==> src/rtl/drp_pkg.sv <==
package drp_pkg;

   // Host register select encoding
   typedef enum logic {
      SEL_CTR = 1'b0,
      SEL_LEN = 1'b1
   } drp_sel_e;

   // Largest counter width the library supports
   localparam int unsigned DRP_MAX_W = 32;

endpackage

==> src/rtl/drp_host_port.sv <==
module drp_host_port
   import drp_pkg::*;
#(
   parameter int unsigned CNT_W            = 16,
   parameter int unsigned BUS_W            = 32,
   parameter bit          LOCKED_READ_ZERO = 1'b1
) (
   input  logic             host_wr,
   input  logic             host_sel,
   input  logic [BUS_W-1:0] host_wdata,
   input  logic             ctl_stop,
   input  logic             ctl_spnd,
   input  logic [CNT_W-1:0] ctr_q,
   input  logic [CNT_W-1:0] len_q,
   output logic             ctr_wr,
   output logic             len_wr,
   output logic [CNT_W-1:0] wr_val,
   output logic [BUS_W-1:0] host_rdata
);

   localparam int unsigned HI_W = BUS_W - CNT_W;

   if (BUS_W < CNT_W) begin : g_bad_bus
      $error("drp_host_port: BUS_W must be at least CNT_W");
   end

   drp_sel_e   sel;
   logic       unlocked;
   logic [CNT_W-1:0] sel_val;
   logic       unused_hi;

   assign sel      = drp_sel_e'(host_sel);
   assign unlocked = ctl_stop | ctl_spnd;
   assign wr_val   = host_wdata[CNT_W-1:0];
   assign ctr_wr   = host_wr & unlocked & (sel == SEL_CTR);
   assign len_wr   = host_wr & unlocked & (sel == SEL_LEN);
   assign sel_val  = (sel == SEL_LEN) ? len_q : ctr_q;
   assign unused_hi = ^host_wdata;

   if (LOCKED_READ_ZERO) begin : g_rd_gated
      assign host_rdata = unlocked ? BUS_W'(sel_val) : '0;
   end else begin : g_rd_open
      assign host_rdata = BUS_W'(sel_val);
   end

   // upper read bits never carry data
   always_comb begin
      if (HI_W > 0) begin
         a_r3_upper_zero : assert ((host_rdata >> CNT_W) == '0);
      end
   end

endmodule

==> src/rtl/drp_len_reg.sv <==
module drp_len_reg #(
   parameter int unsigned CNT_W = 16
) (
   input  logic             clk,
   input  logic             rst_n,
   input  logic             init_load,
   input  logic [CNT_W-1:0] init_len,
   input  logic             len_wr,
   input  logic [CNT_W-1:0] wr_val,
   output logic [CNT_W-1:0] len_q,
   output logic [CNT_W-1:0] len_eff,
   output logic             len_zero
);

   localparam logic [CNT_W-1:0] LEN_ONE_NEG = '1;

   logic [CNT_W-1:0] len_d;

   always_comb begin
      len_d = len_q;
      if (init_load) begin
         len_d = CNT_W'(0) - init_len;
      end else if (len_wr) begin
         len_d = wr_val;
      end
   end

   // No reset: ring state survives every reset source
   always_ff @(posedge clk) begin
      len_q <= len_d;
   end

   assign len_zero = (len_q == '0);
   assign len_eff  = len_zero ? LEN_ONE_NEG : len_q;

   // initialization stores the negated length
   a_r4_init_len : assert property (@(posedge clk) disable iff (!rst_n)
      init_load |=> (len_q == CNT_W'(CNT_W'(0) - $past(init_len))));

   // an open host write lands in the length register
   a_r1_len_write : assert property (@(posedge clk) disable iff (!rst_n)
      (len_wr && !init_load) |=> (len_q == $past(wr_val)));

endmodule

==> src/rtl/drp_pos_ctr.sv <==
module drp_pos_ctr #(
   parameter int unsigned CNT_W = 16
) (
   input  logic             clk,
   input  logic             rst_n,
   input  logic             init_load,
   input  logic [CNT_W-1:0] init_first,
   input  logic             ctr_wr,
   input  logic [CNT_W-1:0] wr_val,
   input  logic             adv,
   input  logic [CNT_W-1:0] len_q,
   input  logic             len_zero,
   output logic [CNT_W-1:0] ctr_q
);

   localparam logic [CNT_W-1:0] ONE = CNT_W'(1);

   logic [CNT_W-1:0] ctr_d;
   logic             at_last;

   assign at_last = (ctr_q == '0);

   always_comb begin
      ctr_d = ctr_q;
      if (init_load) begin
         ctr_d = init_first;
      end else if (ctr_wr) begin
         ctr_d = wr_val;
      end else if (adv) begin
         if (len_zero) begin
            ctr_d = '0;
         end else if (at_last) begin
            ctr_d = len_q + ONE;
         end else begin
            ctr_d = ctr_q + ONE;
         end
      end
   end

   always_ff @(posedge clk) begin
      ctr_q <= ctr_d;
   end

   // step toward zero
   a_r5_step : assert property (@(posedge clk) disable iff (!rst_n)
      (adv && !init_load && !ctr_wr && !len_zero && ctr_q != '0)
      |=> (ctr_q == $past(ctr_q) + ONE));

   // wrap from last descriptor to first
   a_r6_wrap : assert property (@(posedge clk) disable iff (!rst_n)
      (adv && !init_load && !ctr_wr && !len_zero && ctr_q == '0)
      |=> (ctr_q == $past(len_q) + ONE));

   // illegal zero length pins the counter at zero
   a_r9_zero_len : assert property (@(posedge clk) disable iff (!rst_n)
      (adv && !init_load && !ctr_wr && len_zero) |=> (ctr_q == '0));

   // host write beats advance
   a_r11_wr_first : assert property (@(posedge clk) disable iff (!rst_n)
      (ctr_wr && !init_load) |=> (ctr_q == $past(wr_val)));

endmodule

==> src/rtl/drp_ring_pos.sv <==
module drp_ring_pos #(
   parameter int unsigned CNT_W            = 16,
   parameter int unsigned BUS_W            = 32,
   parameter bit          LOCKED_READ_ZERO = 1'b1
) (
   input  logic             clk,
   input  logic             rst_n,
   input  logic             ctl_stop,
   input  logic             ctl_spnd,
   input  logic             host_wr,
   input  logic             host_sel,
   input  logic [BUS_W-1:0] host_wdata,
   output logic [BUS_W-1:0] host_rdata,
   input  logic             init_load,
   input  logic [CNT_W-1:0] init_len,
   input  logic             adv,
   output logic [CNT_W-1:0] desc_idx,
   output logic             last_desc
);

   localparam logic [CNT_W-1:0] ONE = CNT_W'(1);

   if (CNT_W < 2 || CNT_W > drp_pkg::DRP_MAX_W) begin : g_bad_cnt
      $error("drp_ring_pos: CNT_W out of range");
   end

   logic [CNT_W-1:0] ctr_q;
   logic [CNT_W-1:0] len_q;
   logic [CNT_W-1:0] len_eff;
   logic             len_zero;
   logic             ctr_wr;
   logic             len_wr;
   logic [CNT_W-1:0] wr_val;
   logic [CNT_W-1:0] init_first;

   // First descriptor sits one above the negated length; zero length pins to 0
   assign init_first = (init_len == '0) ? '0 : (ONE - init_len);

   drp_host_port #(
      .CNT_W(CNT_W), .BUS_W(BUS_W), .LOCKED_READ_ZERO(LOCKED_READ_ZERO)
   ) u_port (
      .host_wr(host_wr), .host_sel(host_sel), .host_wdata(host_wdata),
      .ctl_stop(ctl_stop), .ctl_spnd(ctl_spnd),
      .ctr_q(ctr_q), .len_q(len_q),
      .ctr_wr(ctr_wr), .len_wr(len_wr), .wr_val(wr_val),
      .host_rdata(host_rdata)
   );

   drp_len_reg #(.CNT_W(CNT_W)) u_len (
      .clk(clk), .rst_n(rst_n), .init_load(init_load), .init_len(init_len),
      .len_wr(len_wr), .wr_val(wr_val),
      .len_q(len_q), .len_eff(len_eff), .len_zero(len_zero)
   );

   drp_pos_ctr #(.CNT_W(CNT_W)) u_ctr (
      .clk(clk), .rst_n(rst_n), .init_load(init_load), .init_first(init_first),
      .ctr_wr(ctr_wr), .wr_val(wr_val), .adv(adv),
      .len_q(len_q), .len_zero(len_zero), .ctr_q(ctr_q)
   );

   assign last_desc = (ctr_q == '0);
   assign desc_idx  = ctr_q - len_eff - ONE;

   // closed host port leaves the length untouched
   a_r2_locked_len : assert property (@(posedge clk) disable iff (!rst_n)
      (!init_load && !ctl_stop && !ctl_spnd) |=> $stable(len_q));

   // closed host port reads as zero
   a_r2_locked_read : assert property (@(posedge clk) disable iff (!rst_n)
      (!ctl_stop && !ctl_spnd) |-> (host_rdata == '0));

endmodule

==> config.mk <==
export PLATFORM = sky130hd
export DESIGN_NAME = drp_ring_pos
export DESIGN_NICKNAME = d
export VERILOG_FILES = /design/src/rtl/drp_pkg.sv /design/src/rtl/drp_host_port.sv /design/src/rtl/drp_len_reg.sv /design/src/rtl/drp_pos_ctr.sv /design/src/rtl/drp_ring_pos.sv
export SDC_FILE = /design/constraint.sdc
export NUM_CORES = 1
export LEC_CHECK = 0
export BUFFER_PORTS_ARGS = -buffer_cell sky130_fd_sc_hd__buf_2
export CAP_MARGIN = 25
export CORE_ASPECT_RATIO = 1.1
export CORE_MARGIN = 2
export CORE_UTILIZATION = 45
export DETAILED_ROUTE_END_ITERATION = 16
export PLACE_DENSITY_LB_ADDON = 0.08
export SYNTH_ARGS = -nofsm -noshare
export SYNTH_HDL_FRONTEND = slang
export SYNTH_SLANG_ARGS = --single-unit
==> constraint.sdc <==
create_clock -name clk -period 6.45 [get_ports clk]
set_input_delay 1.29 -clock clk [delete_from_list [all_inputs] [get_ports clk]]
set_output_delay 1.29 -clock clk [all_outputs]
set_load 0.02 [all_outputs]
==> impl_metrics.ini, run 1 <==
[sta]
fin_crit_ns = 5.585
final_hold_viol_count = 0
max_freq_mhz = 179.1
worst_pin_slew_ns = 1.050
timing.hold.ws_ns = 0.8380
setup_viol_count_final = 0
setup_tns_ns = 0
maxSlewViolCount = 0
rsz0062_at_grt = false
relSlewSlack = 0.2972
post-route-period-util = 0.8659
finClkSkew_ns = 0.004607

[grt]
overflow = 0
grt_pass1_wl_mm = 14.35
antenna_found_initial = 0
grt_max_degree = 22
grt_usage = 0.2059
grt_pass1_vias = 2866

[cells_and_area]
fillers = 737
regArea_um2 = 960.9
multi_input_comb_area_mm2 = 0.002364
layout-drive-gt1-share = 0.2155
fin_nets = 538
syn_to_final_growth_pct = 12.29
diodes = 0

[cts]
cts_resized = 0
post_cts_buffers = 0
cts-root-buf = clkbuf_8
clkTransAtPathRegs_ns = 0.07
clock-sinks = 32
h-tree-depth = 2
cts_hold_buf = 0
clkLatencyLatePin_ns = 0.28
numCtsBuffers = 5
cts_tree = done
cts_buffer_depth = 2

[route]
avgViaCountPerCell = 5.540
drtAntennaViolNets = 0
vias = 3152
wl_per_cell_um = 15.49
dr.pass1.iters = 5
wl_mm = 8.815
drc = 0
detail_route.iter0.violations = 184

[floorplan]
initial_core_util = 0.4674
ios = 105
die_h_um = 96.66
core-area_mm2 = 0.007515
die_area_mm2 = 0.008528
num_rows = 33
die_x_um = 88.23

[placement]
gp_congestion = 0.8665
dp_hpwl_mm = 6.919
io_buffers = 71

[critical_path]
worstSetupPathType = reg2out
worstPathMaxFanout = 19
cp-start-kind = register
cp.arrival_ns = 4.29
worst-endpoint-required_ns = 5.16
end_kind = primary output

[power_and_ir_drop]
p_int_mw = 0.5193
switchingPower_mw = 0.3844
p_comb_frac = 0.504
p_seq_frac = 0.334
power_leakage_nw = 1.577
clock_power_share = 0.162
swShare = 0.4254
vdd_drop_max_uv = 114.0
powerDensity_mw_per_mm2 = 229.2

[yosys]
ys_top_cells_by_area = edfxtp_1, xnor2_1, ha_1, nor2_1, mux2i_1
ys_seq_area_frac = 0.2736
yosys_warnings = 0
yosysMostFrequentCell = nor2_1
synth_edf_count = 32
postSynthCellCount = 405
synth_ff_type = edfxtp_1
async_flop_share = 0
synth.top_cell.area_share = 0.2736
synth_cell_types = 57
synth_area_per_cell_um2 = 8.672
yosys.area.top_type = edfxtp_1
synthTopCellsByCount = nor2_1, xnor2_1, edfxtp_1, a21oi_1, ha_1
syn-cell-area_mm2 = 0.003512
ys_ff_latch = 32

[run]
max_cap_viol_count = 0

[status]
status = complete, no violations

[min_path]
worstHoldPathType = reg2reg
routing by layer:
metal  vias up  global-route usage  share of wire
met5         -                   0              0
met4         0             0.05361          0.015
met3         8             0.01962          0.054
met2       107              0.3135           0.46
met1      1454              0.3109           0.47
li1       1583                   -              -
flip-flops by register name, summed over array words and instances, names as in the netlist:
signal / flops
u_ctr.ctr_q: 16
u_len.len_q: 16
worst max-delay path: stages (launching register included):
cell and delay (ns):
edfxtp_1 0.49, nor4_1 0.35, and4_1 0.68, nor2_1 0.17, ha_1 0.34, a211oi_1 0.34, o21a_1 0.22, o31ai_1 0.11
o41ai_1 0.53, o2111ai_1 0.22, a21oi_1 0.22, xnor2_1 0.14, buf_2 0.19
layout by cell type, fill, tap and decap left out, types with 3 or more instances in the layout:
master,synthesis,layout
nor2b_1,3,3
buf_2,1,71
a32oi_1,12,12
a21oi_1,28,28
a21o_1,4,4
clkbuf_8,0,5
nand3b_1,3,3
nor4_1,12,12
nand2b_1,4,4
nor3_1,13,13
nand4b_1,4,4
o21bai_1,3,3
o21ai_0,15,15
mux2i_1,16,16
ha_1,18,18
xnor2_1,38,38
o31ai_1,4,4
nand3_1,11,11
or3_1,5,5
nand2_1,15,15
nor2_1,51,51
xor2_1,14,14
nand4_1,3,3
edfxtp_1,32,32
or2_2,3,3
inv_1,10,10
mux2_2,12,12
a211oi_1,4,4
conb_1,1,16
area by class of cell:
class | instances | share of cell area
clock buffers | 7 | 0.01935
clock inverters | 1 | 0.0009518
inverters | 11 | 0.01047
multi-input cells | 341 | 0.5993
flip-flops and latches | 32 | 0.2437
well taps | 105 | 0.03331
repair buffers | 72 | 0.09296
cells by family (layout without fill, tap and decap cells):
family,Yosys count,count (layout),share of synthesized area
fa+ha+maj,19,19,0.06983
simple gates,140,140,0.2080
mux,29,29,0.08835
flops,32,32,0.2736
xor+xnor,52,52,0.1297
other cells,1,16,0.001068
buf+inv,47,91,0.07089
compound gates,85,85,0.1585
worst paths after layout:
check | startpoint | to | slack (ns) | cells after the start
worst min register to register | u_ctr.ctr_q[15] | u_ctr.ctr_q[15] | 0.84 | 3
worst min-delay path | u_ctr.ctr_q[15] | u_ctr.ctr_q[15] | 0.84 | 3
worst max register to register | u_ctr.ctr_q[1] | u_ctr.ctr_q[10] | 2.91 | 9
worst max-delay path | u_len.len_q[11] | desc_idx[15] | 0.87 | 12
power groups by stage:
stage / sequential, mW / combinational, mW / clock, mW
2_1_floorplan: 0.290 / 0.346 / 0
3_3_place_gp: 0.304 / 0.449 / 0
3_5_place_dp: 0.305 / 0.454 / 0
4_1_cts: 0.301 / 0.456 / 0.151
5_1_grt: 0.306 / 0.499 / 0.157
6_report: 0.302 / 0.455 / 0.146
per-stage QoR:
step	utilization	std cells	total power, mW	setup slack [ns]	cell area (um^2)
after detailed placement	0.5142	561	0.7592	1.149	3864
after floorplan	-	420	0.6366	1.701	3568
after global placement	0.5127	560	0.7538	1.179	3852
after CTS	0.5248	569	0.9083	0.8348	3944
final	0.5248	569	0.9038	0.8652	3944
after global routing	0.5248	569	0.9615	0.5685	3944
Power figures use the tool's default switching activity.
==> run 2: changes to the inputs <==
--- a/config.mk
+++ b/config.mk
@@ -5,6 +5,7 @@
 export SDC_FILE = /design/constraint.sdc
 export NUM_CORES = 1
 export LEC_CHECK = 0
+export ABC_AREA = 1
 export BUFFER_PORTS_ARGS = -buffer_cell sky130_fd_sc_hd__buf_2
 export CAP_MARGIN = 25
 export CORE_ASPECT_RATIO = 1.1
==> constraint.sdc (replaced) <==
create_clock -name clk -period 5.65 [get_ports clk]
set_input_delay 1.13 -clock clk [delete_from_list [all_inputs] [get_ports clk]]
set_output_delay 1.13 -clock clk [all_outputs]
set_load 0.02 [all_outputs]
==> impl_metrics.ini, run 2 <==
[status]
status = complete, no violations

[yosys]
synth.top_cell.area_share = 0.2496
synth_ff_type = edfxtp_1
async_flop_share = 0
synth_cell_types = 46
ys_seq_area_frac = 0.2496
yosys_warnings = 0
ys_top_cells_by_area = edfxtp_1, nand2_1, nor2_1, inv_1, nand3_1
postSynthCellCount = 584
synth_edf_count = 32
ys_ff_latch = 32
yosysMostFrequentCell = nand2_1
synth_area_per_cell_um2 = 6.592
yosys.area.top_type = edfxtp_1
synthTopCellsByCount = nand2_1, nor2_1, inv_1, nand3_1, edfxtp_1
syn-cell-area_mm2 = 0.003850

[sta]
maxSlewViolCount = 0
worst_pin_slew_ns = 0.8804
fin_crit_ns = 4.713
setup_ws_ns = 0.9369
relSlewSlack = 0.4124
rsz0062_at_grt = false
setup_tns_ns = 0
final_hold_viol_count = 0
post-route-period-util = 0.8342
finClkSkew_ns = 0.003721
setup_viol_count_final = 0
max_freq_mhz = 212.2

[placement]
gp_congestion = 0.9423
place_ws_ns = 1.272
io_buffers = 71
dp_hpwl_mm = 9.156

[cts]
post_cts_buffers = 0
clkTransAtPathRegs_ns = 0.07
cts_hold_buf = 0
clock-sinks = 32
cts-root-buf = clkbuf_8
h-tree-depth = 2
numCtsBuffers = 5
clkLatencyLatePin_ns = 0.28
cts_tree = done
cts_buffer_depth = 2
cts_resized = 0

[cells_and_area]
reg_top3 = u_ctr.ctr_q: 16 flops, u_len.len_q: 16 flops
fin_nets = 722
diodes = 0
layout_common_cells = nand2_1, nor2_1, buf_2
syn_to_final_growth_pct = 11.47
layout_commonest_cell = nand2_1
layout-drive-gt1-share = 0.1574

[critical_path]
r2r-end = u_ctr.ctr_q[12]
ff2ff_path_depth = 13
worstPathMaxFanout = 15
crit_slowest_cell = edfxtp_1
startpoint = u_len.len_q[5]
crit_end = desc_idx[12]
cp.arrival_ns = 3.58
r2r_start = u_ctr.ctr_q[1]
cp_cell_sequence = inv_1 -> nand3_1 -> nor3_1 -> nand2_1 -> inv_1 -> nor2_1 -> ha_1 -> fa_1 -> nand3_1 -> nand2_1 -> a21oi_1 -> o21ai_0 -> a21oi_1 -> xnor2_1 -> buf_2
slowest_delay_ns = 0.45
r2r_setup_slack_ns = 3.00
end_kind = primary output
worst-endpoint-required_ns = 4.52
worstSetupPathType = reg2out
cp-start-kind = register

[route]
drtAntennaViolNets = 0
wl_per_cell_um = 14.89
detail_route.iter0.violations = 248
vias = 3997
avgViaCountPerCell = 5.266
dr.pass1.iters = 5
drc = 0
wl_mm = 11.30

[floorplan]
die_area_mm2 = 0.009312
ios = 105
num_rows = 35
die_h_um = 101.0
core-area_mm2 = 0.008364
die_x_um = 92.19
initial_core_util = 0.4603

[power_and_ir_drop]
power_leakage_nw = 2.116
powerDensity_mw_per_mm2 = 245.8
vdd_drop_max_uv = 89.93

[grt]
grt_pass1_vias = 3760
grt_usage = 0.2431
overflow = 0
antenna_found_initial = 0
grt_max_degree = 32
grt_pass1_wl_mm = 17.96

[run]
max_cap_viol_count = 0

[min_path]
worstHoldPathType = reg2reg
## run 2: per-stage QoR
stage               total power [mW]  hold WS [ns]  std cells  utilization  cell area [um^2]
floorplan                     0.7337        0.6516        599            -              3906
CTS                            1.056        0.7301        759       0.5131              4292
global route                   1.127        0.7953        759       0.5131              4292
finish                         1.055        0.7391        759       0.5131              4292
global placement              0.8793        0.6915        751       0.5031              4208
detailed placement            0.8857        0.7085        751       0.5031              4208
## run 2: per-layer routing
layer	share of wire	routed length [um]	up-vias	track usage
li1	-	-	2041	-
met5	0	0	-	0
met3	0.053	601	21	0.02244
met4	0.027	309	0	0.1102
met1	0.45	5046	1789	0.3073
met2	0.47	5344	146	0.4219
## run 2: cells by family after synthesis
family | count (synthesis) | synth area share
other | 1 | 0.0009740
AO/OA/AOI/OAI | 103 | 0.1703
buffers and inverters | 104 | 0.1232
XOR/XNOR | 24 | 0.05460
adder cells (fa/ha/maj) | 19 | 0.06370
flip-flops | 32 | 0.2496
AND/OR/NAND/NOR | 301 | 0.3377
## run 2: layout make-up
cell class,instances,area (um^2)
Clock buffer,6,72.57
Clock inverter,2,11.26
Fill cell,911,4073
Inverter,73,274.0
Multi-Input combinational cell,463,2471
Sequential cell,32,960.9
Tap cell,111,138.9
Timing Repair Buffer,72,362.8
## run 2: critical path: cells and delay by family, from the launching register on
family,cells,cell delay [ns]
fa+ha+maj,2,0.64
simple gates,6,0.68
flops,1,0.45
buf+inv,3,0.69
compound gates,3,0.72
xor+xnor,1,0.13
## run 2: worst min path at each step
stage / end / cells past startpoint / slack (ns) / from
after floorplan: u_ctr.ctr_q[15] / 4 / 0.65 / u_ctr.ctr_q[15]
after global placement: u_ctr.ctr_q[15] / 4 / 0.69 / u_ctr.ctr_q[15]
after detailed placement: u_ctr.ctr_q[15] / 4 / 0.71 / u_ctr.ctr_q[15]
after CTS: u_ctr.ctr_q[15] / 4 / 0.73 / u_ctr.ctr_q[15]
after global routing: u_ctr.ctr_q[15] / 4 / 0.80 / u_ctr.ctr_q[15]
final: u_ctr.ctr_q[15] / 4 / 0.74 / u_ctr.ctr_q[15]
## run 2: where the power goes
part           total, mW  internal [mW]  switching, mW
logic              0.549          0.188          0.361
clock network      0.169         0.0852         0.0837
registers          0.337          0.300         0.0368
total               1.06          0.573          0.482
==> run 3: changes to the inputs <==
==> constraint.sdc (replaced) <==
create_clock -name clk -period 4.9 [get_ports clk]
set_input_delay 0.98 -clock clk [delete_from_list [all_inputs] [get_ports clk]]
set_output_delay 0.98 -clock clk [all_outputs]
set_load 0.02 [all_outputs]
==> impl_metrics.ini, run 3 (same netlist as run 2, synthesis figures left out) <==
[min_path]
worstHoldPathType = reg2reg

[sta]
max_freq_mhz = 228.7
setup_viol_count_final = 0
rsz0062_at_grt = false
fin_crit_ns = 4.373
setup_tns_ns = 0
relSlewSlack = 0.4042
final_hold_viol_count = 0
maxSlewViolCount = 0
timing.hold.ws_ns = 0.7306
post-route-period-util = 0.8925
worst_pin_slew_ns = 0.8928
finClkSkew_ns = 0.004745

[cts]
h-tree-depth = 2
cts_buffer_depth = 2
cts_tree = done
cts-root-buf = clkbuf_8
clock-sinks = 32
clkTransAtPathRegs_ns = 0.07
cts_hold_buf = 0
cts_resized = 0
clkLatencyLatePin_ns = 0.28
numCtsBuffers = 5
post_cts_buffers = 0

[critical_path]
cp_cell_sequence = inv_1 -> nand3_1 -> nor3_1 -> nand2_1 -> inv_1 -> nor2_1 -> ha_1 -> fa_1 -> nand3_1 -> nand2_1 -> a21oi_1 -> o21ai_0 -> a21oi_1 -> xnor2_1 -> buf_2
cp.arrival_ns = 3.39
crit_slowest_cell = edfxtp_1
worstPathMaxFanout = 6
critPathTopFamily = compound AO/OA/AOI/OAI gates
worst-endpoint-required_ns = 3.92
worstSetupPathType = reg2out
end_kind = primary output
cp-start-kind = register
slowest_delay_ns = 0.44
crit_buf_inv = 3
r2r_setup_slack_ns = 2.27

[route]
wl_mm = 11.22
drc = 0
wl_per_cell_um = 14.72
drtAntennaViolNets = 0
avgViaCountPerCell = 5.213
detail_route.iter0.violations = 234
dr.pass1.iters = 5
vias = 3972

[grt]
grt_usage = 0.2432
grt_pass1_vias = 3797
use_met2 = 0.4293
met1_usage = 0.3059
overflow = 0
antenna_found_initial = 0
grt_max_degree = 32
top_usage_layer = met2
gr-usage-met3 = 0.02693
grt_pass1_wl_mm = 18.10

[floorplan]
die_x_um = 92.19
num_rows = 35
initial_core_util = 0.4603
die_h_um = 101.0
die_area_mm2 = 0.009312
ios = 105
core-area_mm2 = 0.008364

[placement]
place_inst = 754
gp_congestion = 0.9355
io_buffers = 71
dp_hpwl_mm = 9.216

[cells_and_area]
layout_commonest_cell = nand2_1
layout_common_cells = nand2_1, nor2_1, buf_2
reg_top3 = u_ctr.ctr_q: 16 flops, u_len.len_q: 16 flops
fin_nets = 725
layout-drive-gt1-share = 0.1598
diodes = 0
syn_to_final_growth_pct = 11.96
fin_cells = 762

[power_and_ir_drop]
vdd_drop_max_uv = 118.2
power_leakage_nw = 2.133
powerDensity_mw_per_mm2 = 281.8

[run]
max_cap_viol_count = 0

[status]
status = complete, no violations
## run 3: changes by cell type in the layout (fill, tap and decap cells not counted), sizes merged
cell | previous run | this run
clkinvlp | 1 | 0
buf | 72 | 75
clkbuf | 6 | 7
## run 3: layout make-up
cell class / count / area (um^2)
clock buffer: 7 / 76.32
clock inverter: 1 / 3.754
fill: 881 / 4054
inverter: 73 / 274.0
multi-input combinational: 463 / 2471
sequential: 32 / 960.9
tap: 111 / 138.9
timing repair buffer: 75 / 385.4
## run 3: through the flow
| step | instance area, um^2 | util | setup WS, ns | power [mW] |
|---|---|---|---|---|
| final | 4310 | 0.5153 | 0.5267 | 1.215 |
| after global routing | 4310 | 0.5153 | 0.2722 | 1.302 |
| after CTS | 4310 | 0.5153 | 0.5458 | 1.218 |
| after detailed placement | 4230 | 0.5058 | 0.8608 | 1.026 |
| after global placement | 4230 | 0.5058 | 0.9033 | 1.019 |
| after floorplan | 3906 | - | 1.017 | 0.8460 |
## run 3: metal layers
| metal | wire [um] | up-vias |
|---|---|---|
| met5 | 0 | - |
| met4 | 337 | 0 |
| met3 | 571 | 24 |
| met2 | 5350 | 132 |
| met1 | 4955 | 1772 |
| li1 | - | 2044 |
## run 3: worst min-delay path, delay by kind of cell, from the launching register on
family | cells | cell delay, ns
AOI/OAI and AO/OA | 1 | 0.07
DFF | 1 | 0.38
and+or+nand+nor | 3 | 0.19
## run 3: final timing paths
check	from	to	depth (start not counted)
worst max-delay path	u_len.len_q[5]	desc_idx[12]	15
worst min-delay path	u_ctr.ctr_q[15]	u_ctr.ctr_q[15]	4
worst max register to register	u_ctr.ctr_q[1]	u_ctr.ctr_q[12]	13
worst min register to register	u_ctr.ctr_q[15]	u_ctr.ctr_q[15]	4
## run 3: power by group
part | internal [mW] | leakage [nW] | switching, mW | total, mW
combinational | 0.220 | 1.77 | 0.416 | 0.636
clock | 0.0988 | 0.0399 | 0.0916 | 0.190
sequential | 0.346 | 0.327 | 0.0421 | 0.388
total | 0.665 | 2.13 | 0.550 | 1.21
